==> src/rtl/cal_pkg.sv <==
package cal_pkg;

  // Register addresses on the host channel
  typedef enum logic [3:0] {
    A_SEC   = 4'd0,
    A_MIN   = 4'd1,
    A_HOUR  = 4'd2,
    A_DAYL  = 4'd3,
    A_DAYH  = 4'd4,
    A_AMIN  = 4'd5,
    A_AHOUR = 4'd6,
    A_ADAYL = 4'd7,
    A_ADAYH = 4'd8,
    A_CTRL  = 4'd9
  } reg_addr_e;

  // Control byte bit positions (host software decodes these)
  localparam int CB_RUN  = 0;
  localparam int CB_IE   = 1;
  localparam int CB_FLAG = 2;
  localparam int CB_MEN  = 3;
  localparam int CB_HEN  = 4;
  localparam int CB_DEN  = 5;
  localparam int CB_BUSY = 7;

  // One packed-BCD step: returns {wrapped, next value}
  function automatic logic [8:0] bcd_step(input logic [7:0] v, input logic [7:0] top);
    if (v >= top)          return {1'b1, 8'h00};
    else if (v[3:0] >= 4'd9) return {1'b0, v[7:4] + 4'd1, 4'h0};
    else                   return {1'b0, v[7:4], v[3:0] + 4'd1};
  endfunction

endpackage

==> src/rtl/cal_prescale.sv <==
module cal_prescale #(
  parameter int DIV = 4
) (
  input  logic clk,
  input  logic rst_n,
  input  logic run,
  input  logic base_tick,
  input  logic phase_clr,
  output logic sec_pulse
);
  localparam int PW = (DIV > 1) ? $clog2(DIV) : 1;
  localparam logic [PW-1:0] LAST = PW'(DIV - 1);

  logic [PW-1:0] phase;

  always_ff @(posedge clk) begin
    if (!rst_n) begin
      phase     <= '0;
      sec_pulse <= 1'b0;
    end else begin
      sec_pulse <= 1'b0;
      if (phase_clr) begin
        phase <= '0;
      end else if (run && base_tick) begin
        if (phase == LAST) begin
          phase     <= '0;
          sec_pulse <= 1'b1;
        end else begin
          phase <= phase + 1'b1;
        end
      end
    end
  end
endmodule

==> src/rtl/cal_time_core.sv <==
module cal_time_core #(
  parameter int DAY_W = 15
) (
  input  logic             clk,
  input  logic             rst_n,
  input  logic             step,
  input  logic             wr_sec,
  input  logic             wr_min,
  input  logic             wr_hour,
  input  logic             wr_dayl,
  input  logic             wr_dayh,
  input  logic [7:0]       wdata,
  output logic [7:0]       sec,
  output logic [7:0]       min,
  output logic [7:0]       hour,
  output logic [DAY_W-1:0] day,
  output logic [7:0]       nxt_min,
  output logic [7:0]       nxt_hour,
  output logic [DAY_W-1:0] nxt_day
);
  import cal_pkg::*;

  localparam logic [DAY_W-1:0] DAY_MAX = {DAY_W{1'b1}};

  logic [8:0]  s_st, m_st, h_st;
  logic [15:0] day_ext;
  logic        day_roll;

  always_comb begin
    s_st     = bcd_step(sec,  8'h59);
    m_st     = bcd_step(min,  8'h59);
    h_st     = bcd_step(hour, 8'h23);
    nxt_min  = s_st[8] ? m_st[7:0] : min;
    nxt_hour = (s_st[8] && m_st[8]) ? h_st[7:0] : hour;
    day_roll = s_st[8] && m_st[8] && h_st[8];
    if (!day_roll)            nxt_day = day;
    else if (day == DAY_MAX)  nxt_day = '0;
    else                      nxt_day = day + 1'b1;
    day_ext  = 16'(day);
  end

  always_ff @(posedge clk) begin
    if (!rst_n) begin
      sec  <= '0;
      min  <= '0;
      hour <= '0;
      day  <= '0;
    end else if (step) begin
      sec  <= s_st[7:0];
      min  <= nxt_min;
      hour <= nxt_hour;
      day  <= nxt_day;
    end else begin
      if (wr_sec)  sec  <= wdata;
      if (wr_min)  min  <= wdata;
      if (wr_hour) hour <= wdata;
      if (wr_dayl) day  <= DAY_W'({day_ext[15:8], wdata});
      if (wr_dayh) day  <= DAY_W'({wdata, day_ext[7:0]});
    end
  end
endmodule

==> src/rtl/cal_alarm.sv <==
module cal_alarm #(
  parameter int DAY_W = 15
) (
  input  logic             clk,
  input  logic             rst_n,
  input  logic             step,
  input  logic             clr,
  input  logic             men,
  input  logic             hen,
  input  logic             den,
  input  logic [7:0]       amin,
  input  logic [7:0]       ahour,
  input  logic [15:0]      aday,
  input  logic [7:0]       cur_min,
  input  logic [7:0]       cur_hour,
  input  logic [DAY_W-1:0] cur_day,
  input  logic [7:0]       nxt_min,
  input  logic [7:0]       nxt_hour,
  input  logic [DAY_W-1:0] nxt_day,
  output logic             flag
);
  logic any_en, hit_cur, hit_nxt;

  always_comb begin
    any_en  = men || hen || den;
    hit_cur = any_en && (!men || cur_min == amin) && (!hen || cur_hour == ahour)
                     && (!den || 16'(cur_day) == aday);
    hit_nxt = any_en && (!men || nxt_min == amin) && (!hen || nxt_hour == ahour)
                     && (!den || 16'(nxt_day) == aday);
  end

  always_ff @(posedge clk) begin
    if (!rst_n)                          flag <= 1'b0;
    else if (step && hit_nxt && !hit_cur) flag <= 1'b1;
    else if (clr)                        flag <= 1'b0;
  end
endmodule

==> src/rtl/cal_keeper.sv <==
module cal_keeper #(
  parameter int TICKS_PER_SEC = 4,
  parameter int DAY_W         = 15
) (
  input  logic       clk,
  input  logic       rst_n,
  input  logic       base_tick,
  input  logic       req_valid,
  output logic       req_ready,
  input  logic       req_write,
  input  logic [3:0] req_addr,
  input  logic [7:0] req_wdata,
  output logic       rsp_valid,
  output logic [7:0] rsp_data,
  output logic       alarm_irq
);
  import cal_pkg::*;

  logic             busy, acc, wr_acc, step;
  logic             run_q, ie_q, men_q, hen_q, den_q, flag_q;
  logic [7:0]       amin_q, ahour_q;
  logic [15:0]      aday_q;
  logic [7:0]       sec_q, min_q, hour_q;
  logic [DAY_W-1:0] day_q;
  logic [7:0]       nxt_min, nxt_hour;
  logic [DAY_W-1:0] nxt_day;
  logic [15:0]      day_ext;
  logic [7:0]       rd_byte;
  logic             wsel_sec, wsel_min, wsel_hour, wsel_dayl, wsel_dayh, wsel_ctrl;
  logic             flag_clr;

  assign req_ready = !busy;
  assign acc       = req_valid && req_ready;
  assign wr_acc    = acc && req_write;
  assign step      = busy && run_q;
  assign day_ext   = 16'(day_q);

  assign wsel_sec  = wr_acc && (req_addr == A_SEC);
  assign wsel_min  = wr_acc && (req_addr == A_MIN);
  assign wsel_hour = wr_acc && (req_addr == A_HOUR);
  assign wsel_dayl = wr_acc && (req_addr == A_DAYL);
  assign wsel_dayh = wr_acc && (req_addr == A_DAYH);
  assign wsel_ctrl = wr_acc && (req_addr == A_CTRL);
  assign flag_clr  = wsel_ctrl && req_wdata[CB_FLAG];

  cal_prescale #(.DIV(TICKS_PER_SEC)) u_pre (
    .clk       (clk),
    .rst_n     (rst_n),
    .run       (run_q),
    .base_tick (base_tick),
    .phase_clr (wsel_sec),
    .sec_pulse (busy)
  );

  cal_time_core #(.DAY_W(DAY_W)) u_time (
    .clk      (clk),
    .rst_n    (rst_n),
    .step     (step),
    .wr_sec   (wsel_sec),
    .wr_min   (wsel_min),
    .wr_hour  (wsel_hour),
    .wr_dayl  (wsel_dayl),
    .wr_dayh  (wsel_dayh),
    .wdata    (req_wdata),
    .sec      (sec_q),
    .min      (min_q),
    .hour     (hour_q),
    .day      (day_q),
    .nxt_min  (nxt_min),
    .nxt_hour (nxt_hour),
    .nxt_day  (nxt_day)
  );

  cal_alarm #(.DAY_W(DAY_W)) u_alm (
    .clk      (clk),
    .rst_n    (rst_n),
    .step     (step),
    .clr      (flag_clr),
    .men      (men_q),
    .hen      (hen_q),
    .den      (den_q),
    .amin     (amin_q),
    .ahour    (ahour_q),
    .aday     (aday_q),
    .cur_min  (min_q),
    .cur_hour (hour_q),
    .cur_day  (day_q),
    .nxt_min  (nxt_min),
    .nxt_hour (nxt_hour),
    .nxt_day  (nxt_day),
    .flag     (flag_q)
  );

  // Control and alarm registers
  always_ff @(posedge clk) begin
    if (!rst_n) begin
      run_q   <= 1'b0;
      ie_q    <= 1'b0;
      men_q   <= 1'b0;
      hen_q   <= 1'b0;
      den_q   <= 1'b0;
      amin_q  <= '0;
      ahour_q <= '0;
      aday_q  <= '0;
    end else if (wr_acc) begin
      case (req_addr)
        A_AMIN:  amin_q        <= req_wdata;
        A_AHOUR: ahour_q       <= req_wdata;
        A_ADAYL: aday_q[7:0]   <= req_wdata;
        A_ADAYH: aday_q[15:8]  <= req_wdata;
        A_CTRL: begin
          run_q <= req_wdata[CB_RUN];
          ie_q  <= req_wdata[CB_IE];
          men_q <= req_wdata[CB_MEN];
          hen_q <= req_wdata[CB_HEN];
          den_q <= req_wdata[CB_DEN];
        end
        default: ;
      endcase
    end
  end

  always_comb begin
    rd_byte = 8'h00;
    case (req_addr)
      A_SEC:   rd_byte = sec_q;
      A_MIN:   rd_byte = min_q;
      A_HOUR:  rd_byte = hour_q;
      A_DAYL:  rd_byte = day_ext[7:0];
      A_DAYH:  rd_byte = day_ext[15:8];
      A_AMIN:  rd_byte = amin_q;
      A_AHOUR: rd_byte = ahour_q;
      A_ADAYL: rd_byte = aday_q[7:0];
      A_ADAYH: rd_byte = aday_q[15:8];
      A_CTRL:  rd_byte = {busy, 1'b0, den_q, hen_q, men_q, flag_q, ie_q, run_q};
      default: rd_byte = 8'h00;
    endcase
  end

  always_ff @(posedge clk) begin
    if (!rst_n) begin
      rsp_valid <= 1'b0;
      rsp_data  <= '0;
    end else begin
      rsp_valid <= acc && !req_write;
      if (acc && !req_write) rsp_data <= rd_byte;
    end
  end

  assign alarm_irq = flag_q && ie_q;

endmodule

==> config.mk <==
export PLATFORM = sky130hd
export DESIGN_NAME = cal_keeper
export DESIGN_NICKNAME = d
export VERILOG_FILES = /design/src/rtl/cal_pkg.sv /design/src/rtl/cal_prescale.sv /design/src/rtl/cal_time_core.sv /design/src/rtl/cal_alarm.sv /design/src/rtl/cal_keeper.sv
export SDC_FILE = /design/constraint.sdc
export NUM_CORES = 1
export LEC_CHECK = 0
export CORE_ASPECT_RATIO = 1.1
export CORE_UTILIZATION = 50
export CTS_CLUSTER_SIZE = 16
export DETAILED_ROUTE_END_ITERATION = 8
export GPL_TIMING_DRIVEN = 0
export PLACE_DENSITY = 0.68
export SLEW_MARGIN = 20
export SYNTH_ARGS = -nofsm -noshare
export SYNTH_HDL_FRONTEND = slang
export SYNTH_SLANG_ARGS = --single-unit
export TNS_END_PERCENT = 20
==> constraint.sdc <==
create_clock -name clk -period 5.99 [get_ports clk]
set_clock_uncertainty 0.2 [all_clocks]
set_input_delay 0.8985 -clock clk [delete_from_list [all_inputs] [get_ports clk]]
set_output_delay 0.8985 -clock clk [all_outputs]
set_load 0.01 [all_outputs]
# Word-level counts from Yosys, hierarchy flattened
# Cells that the tools add are included.
dict set report word_totals {
  register_bits 89
  in_bits 17
  out_inout_bits 11
  elab_cells 132
}
dict set report classes {
  muxes 24
  n_bitwise 2
  order_cmp 6
  eq_ne 19
  reduce_logical 53
  addsub 8
}
# op n
set ops {}
lappend ops {{8-bit two-way mux} 12}
lappend ops {{8-bit case mux with 10 select lines} 1}
lappend ops {{15-bit two-way mux} 4}
lappend ops {{15-bit by 16-bit equality test with 1-bit output} 2}
lappend ops {{8-bit equality test} 4}
lappend ops {{9-bit two-way mux} 3}
lappend ops {{4-bit by 1-bit adder with 4-bit output (second input constant)} 6}
lappend ops {{1-bit logical AND} 23}
lappend ops {{4-bit by 3-bit equality test with 1-bit output (second input constant)} 4}
lappend ops {{8-bit by 7-bit >= comparator with 1-bit output (second input constant)} 2}
lappend ops {{15-bit by 1-bit adder with 15-bit output (second input constant)} 1}
lappend ops {{15-bit equality test (second input constant)} 1}
lappend ops {{2-bit AND reduction} 7}
lappend ops {{4-bit >= comparator (second input constant)} 3}
lappend ops {{2-bit nonzero test} 6}
lappend ops {{4-bit by 2-bit equality test with 1-bit output (second input constant)} 2}
lappend ops {{4-bit equality test (second input constant)} 2}
lappend ops {{8-bit by 6-bit >= comparator with 1-bit output (second input constant)} 1}
lappend ops {{1-bit logical OR} 8}
lappend ops {{1-bit zero test} 6}
lappend ops {{4-bit by 1-bit equality test with 1-bit output (second input constant)} 1}
lappend ops {{4-bit zero test} 1}
lappend ops {{1-bit two-way mux} 3}
lappend ops {{3-bit inequality test (second input constant)} 1}
lappend ops {{7 further kinds} 8}

# Depth between registers and ports, before layout
dict set report depth {
  depth_word 12
  mapped_depth 12
  depth_no_buf 10
}

# By module
# Synthesis repeated with hierarchy kept, for this count alone.
dict set report hier_totals {
  hier_cells 752
  hier_area_um2 6454.9
}
# mod seq_area_each_um2 cells_each instances area_per_inst_um2
set modules_own_cells {}
lappend modules_own_cells {cal_time_core 780.7 387 1 2989.1}
lappend modules_own_cells {cal_keeper 920.9 261 1 2597.5}
lappend modules_own_cells {cal_alarm 20.0 90 1 730.7}
lappend modules_own_cells {cal_prescale 60.1 14 1 137.6}

# Worst setup path after synthesis
# No wires, ideal clock.
dict set report synth_path {
  path_kind {in2reg}
  startpoint {input req_addr[2]}
  endpoint {register u_time.day[13]}
  path_slack_ps 2865
  t_required_ps 5662
  cell_stages 8
  n_path_buf 2
  setup_ps 128
  arrival_ps 2798
  path_cell_list {clkbuf_1 > nor2b_1 > clkbuf_1 > nand2_1 > nor3_1 > mux2_2 > a21oi_1 > nor2_1}
}
dict set report synth_via {
  elab_chain_cells 3
}
# element line_no
set synth_rtl {}
lappend synth_rtl {{start, declared} cal_keeper.sv:11} ;# input logic [3:0] req_addr,
lappend synth_rtl {{4-bit by 3-bit equality test with 1-bit output} cal_keeper.sv:42} ;# assign wsel_dayh = wr_acc && (req_addr == A_DAYH);
lappend synth_rtl {{1-bit logical AND} cal_keeper.sv:42}
lappend synth_rtl {{2-bit nonzero test (no line)} --}
lappend synth_rtl {{end signal, assigned} cal_time_core.sv:52} ;# day <= nxt_day;
lappend synth_rtl {{end signal, assigned} cal_time_core.sv:57} ;# if (wr_dayl) day <= DAY_W'({day_ext[15:8], wdata});
lappend synth_rtl {{end signal, assigned} cal_time_core.sv:58} ;# if (wr_dayh) day <= DAY_W'({wdata, day_ext[7:0]});
lappend synth_rtl {{end, declared} cal_time_core.sv:16} ;# output logic [DAY_W-1:0] day,
# Every way passes these cells.
# A chain may end at the register's enable or synchronous reset.

# Worst setup path after layout
dict set report layout_path {
  startpoint {register u_time.min[0]}
  endpoint {register u_alm.flag}
}
dict set report layout_via {
  elab_chain_cells 12
  elab_cells_between_ends 29
  classes_between {add/sub (1); order compare (2); eq/ne (4); mux (6); reduce/logical (16)}
}
# element line_no
set layout_rtl {}
lappend layout_rtl {{start, declared} cal_time_core.sv:14} ;# output logic [7:0] min,
lappend layout_rtl {{start signal, assigned} cal_time_core.sv:50} ;# min <= nxt_min;
lappend layout_rtl {{start signal, assigned} cal_time_core.sv:55} ;# if (wr_min) min <= wdata;
lappend layout_rtl {{4-bit by 1-bit adder with 4-bit output or 4-bit >= comparator (tied branches)} {cal_pkg.sv:30, cal_pkg.sv:29}}
lappend layout_rtl {{8-bit two-way mux} cal_pkg.sv:29} ;# else if (v[3:0] >= 4'd9) return {1'b0, v[7:4] + 4'd1, 4'h0};
lappend layout_rtl {{9-bit two-way mux} cal_pkg.sv:28} ;# if (v >= top) return {1'b1, 8'h00};
lappend layout_rtl {{8-bit two-way mux} cal_time_core.sv:33} ;# nxt_min = s_st[8] ? m_st[7:0] : min;
lappend layout_rtl {{8-bit equality test} cal_alarm.sv:28} ;# hit_nxt = any_en && (!men || nxt_min == amin) && (!hen || nxt_hour == ahour)
lappend layout_rtl {{1-bit logical OR} cal_alarm.sv:28}
lappend layout_rtl {{1-bit logical AND (2 in series)} cal_alarm.sv:28}
lappend layout_rtl {{1-bit logical AND} cal_alarm.sv:29} ;# && (!den || 16'(nxt_day) == aday);
lappend layout_rtl {{1-bit logical AND} cal_alarm.sv:34} ;# else if (step && hit_nxt && !hit_cur) flag <= 1'b1;
lappend layout_rtl {{1-bit logical AND (*)} cal_alarm.sv:34}
lappend layout_rtl {{1-bit two-way mux or 2-bit nonzero test (tied branches)} --}
lappend layout_rtl {{end signal, assigned} cal_alarm.sv:33} ;# if (!rst_n) flag <= 1'b0;
lappend layout_rtl {{end signal, assigned} cal_alarm.sv:34}
lappend layout_rtl {{end signal, assigned} cal_alarm.sv:35} ;# else if (clr) flag <= 1'b0;
lappend layout_rtl {{end, declared} cal_alarm.sv:20} ;# output logic flag
# Every way passes the cells marked *; elsewhere a longest branch is shown, timed or not.

==> flow_summary.ini <==
[final_layout]
fin_nets = 890
layout.cells.most_common = nor2_1
most-common-layout-cells = 101 x nor2_1, 89 x dfxtp_1, 86 x nand2_1
antenna-diode-count = 0
post_route_cells_drive_above_1_share = 0.0616
area_of_all_placed_cells_without_fillers_um2 = 7030
synthToLayoutAreaGrowth_pct = 10.6

[synth]
yosys.cell_types.count = 78
ys_async_sr_fraction = 0
synthMuxAreaShare = 0.0922
number_of_flops_mapped_to_enable_cells_by_yosys = 0
synth_cells = 827
post_synth_xor_area_fraction = 0.0538
synth_fp_nets = 861
synthesis.yosys.warnings = 0
dominant_combinational_cell_family_by_area_after_synthesis = simple AND/OR/NAND/NOR gates
syn_area_per_cell_um2 = 7.68
yosys.area_share.simple = 0.257
synth_compound_area_frac = 0.233
yosys.area_share.adder = 0.0335
synthFlopType = dfxtp_1
ys_ff_latch = 89
netlist_area_um2 = 6350
synth_seq_area_share = 0.280

[clocking]
clock_tree.root_cell = clkbuf_16
cts_resized = 0
clk_latency_ns = 0.36
cts_inserted_buffers = 9
cts.clk_slew.worst_paths_ns = 0.07
cts.htree.levels = 3
clock_tree_from_tritoncts = done
ctsLongestPathBuffers = 2
ctsHoldBuffers = 0
cts.sink_count = 89
cts.repair_timing.setup_buffer_count = 0

[floorplanning]
dieHeight_um = 120
core_region_area_um2 = 12200
die_wd_um = 109
ios = 28
initial_util = 0.521
row_count = 42
die-area_um2 = 13200

[global_route]
grt_start_max_net_pins = 16
grt_antenna_before_repair = 0
grt_pass1_wl_mm = 40.0
global_route.overflow_total = 0
grt_util_all_layers = 0.421
first_global_vias = 6597

[worst_setup_path]
worstPathCellList = inv_1, ha_1, nor3b_2, o21a_2, nor4_4, nand3_1, xnor2_1, a2111oi_0, a41oi_1, o41ai_2
count_of_buffer_and_inverter_cells_on_the_critical_path = 1
r2r_cells = 10
worstReg2RegStart = u_time.min[0]
critical_path.slowest_cell = a2111oi_0
type_of_the_worst_setup_path = flip-flop to flip-flop
cp.depth = 10
worst_path_largest_cell_delay_ns = 0.77
reg2reg_slack_ns = 1.47
cpLargestDelayFamily = compound AO/OA/AOI/OAI gates
critical_path_arrival_ns = 4.59
critical_path_required_ns = 6.07
worst_setup_path_end_kind = flip-flop
worst_setup_path_start_kind = flip-flop
crit_path_max_fanout = 9
crit-reg2reg-capture = u_alm.flag

[timing]
timing_worst_slew_pin_value_ns = 1.12
finalCriticalPeriod_ns = 4.52
final.setup.tns_ns = 0
number_of_max_slew_violations_in_the_final_report = 0
setup_viol_count_final = 0
maxClockFrequency_mhz = 221
rsz0062_at_grt = no
timing.max_slew.rel_slack = 0.250
hold_viol = 0
finalCritPeriodShare = 0.754

[place]
place_congestion = 1.05
placed_area_um2 = 6730
place.port_buffers = 18
detailedPlacementHpwl_mm = 19.4

[hold_path]
min_path_cells = 2
whs_endpoint = rsp_data[7]
worst_hold_class = flip-flop to flip-flop
hp-start = rsp_data[7]

[routing]
post_drt_via_cell_ratio = 6.94
dr_total_vias = 7040
ant_nets = 0
firstDrtPassIters = 8
initialDrtViolationCount = 959
wl_per_cell_um = 26.4
routed_wirelength_mm = 26.8
drc = 0

[power_and_ir_drop]
power.leakage_nw = 2.48
vdd.ir_drop.worst_mv = 0.133
power.density_nw_per_um2 = 188

[flow_run]
maxCapViolCount = 0

[status]
run_status = finished clean
cell families after synthesis:
group           Yosys count
compound gates          217
flops                    89
buf+inv                  79
xor+xnor                 39
fa+ha+maj                17
mux                      54
simple gates            332
layout make-up:
| cell class | count | area (um^2) |
|---|---|---|
| Fill cell | 1159 | 5170 |
| Multi-Input combinational cell | 659 | 4260 |
| Sequential cell | 89 | 1780 |
| Clock buffer | 11 | 233 |
| Buffer | 53 | 223 |
| Tap cell | 154 | 193 |
| Timing Repair Buffer | 18 | 180 |
| Inverter | 26 | 97.6 |
| Clock inverter | 5 | 62.6 |
registers in the layout, indices dropped and copies added (netlist names):
signal / count
hen_q: 1
men_q: 1
amin_q: 8
u_pre.phase: 2
aday_q: 16
u_time.hour: 8
den_q: 1
rsp_valid: 1
u_time.sec: 8
u_time.min: 8
u_pre.sec_pulse: 1
u_time.day: 15
rsp_data: 8
run_q: 1
u_alm.flag: 1
ahour_q: 8
ie_q: 1
worst max path at each step:
| stage | start | endpoint | slack [ns] |
|---|---|---|---|
| floorplan | req_addr[2] | u_time.day[13] | 2.86 |
| global placement | u_time.min[0] | u_alm.flag | 1.74 |
| detailed placement | u_time.min[0] | u_alm.flag | 1.73 |
| CTS | u_time.min[0] | u_alm.flag | 1.68 |
| global route | u_time.min[0] | u_alm.flag | 1.50 |
| finish | u_time.min[0] | u_alm.flag | 1.47 |
metrics by stage:
stage / worst slack (ns) / utilization / cells / total power, mW / hold WS [ns]
final: 1.47 / 0.576 / 1015 / 1.32 / 0.267
after global routing: 1.50 / 0.576 / 1015 / 1.34 / 0.288
after CTS: 1.68 / 0.576 / 1015 / 1.31 / 0.270
after detailed placement: 1.73 / 0.552 / 999 / 0.732 / 0.259
after global placement: 1.74 / 0.552 / 999 / 0.731 / 0.247
after floorplan: 2.86 / - / 827 / 0.682 / 0.239
power breakdown:
group          leakage [nW]  internal [mW]  switching, mW  total (mW)
logic                  1.63         0.0347         0.0851       0.120
registers             0.718          0.596        0.00822       0.605
clock network         0.137          0.327          0.268       0.595
synthesized netlist by cell type (18+ instances only):
cell      instances  share of area
nor2_1          101          0.060
dfxtp_1          89           0.28
nand2_1          86          0.051
a21oi_1          53          0.042
mux2i_1          45          0.071
o21ai_0          42          0.033
clkbuf_1         34          0.020
nand3_1          28          0.022
inv_1            25          0.015
xnor2_1          21          0.029
xor2_1           18          0.025
worst register-to-register path: cells and delay by family (launching register included):
family	cells	cell delay, ns
AO/OA/AOI/OAI	4	1.83
XOR/XNOR	1	0.22
adder cells (fa/ha/maj)	1	0.23
buffers and inverters	1	0.18
flip-flops	1	0.61
AND/OR/NAND/NOR	3	1.17
metal layers:
layer / routed length, um / GRT usage / vias to the layer above
met4: 2170 / 0.284 / 0
met2: 11900 / 0.644 / 495
met1: 9820 / 0.513 / 3310
met3: 2980 / 0.113 / 146
met5: 0 / 0 / -
li1: - / - / 3089
No activity file was read; power rests on OpenSTA's default activity.
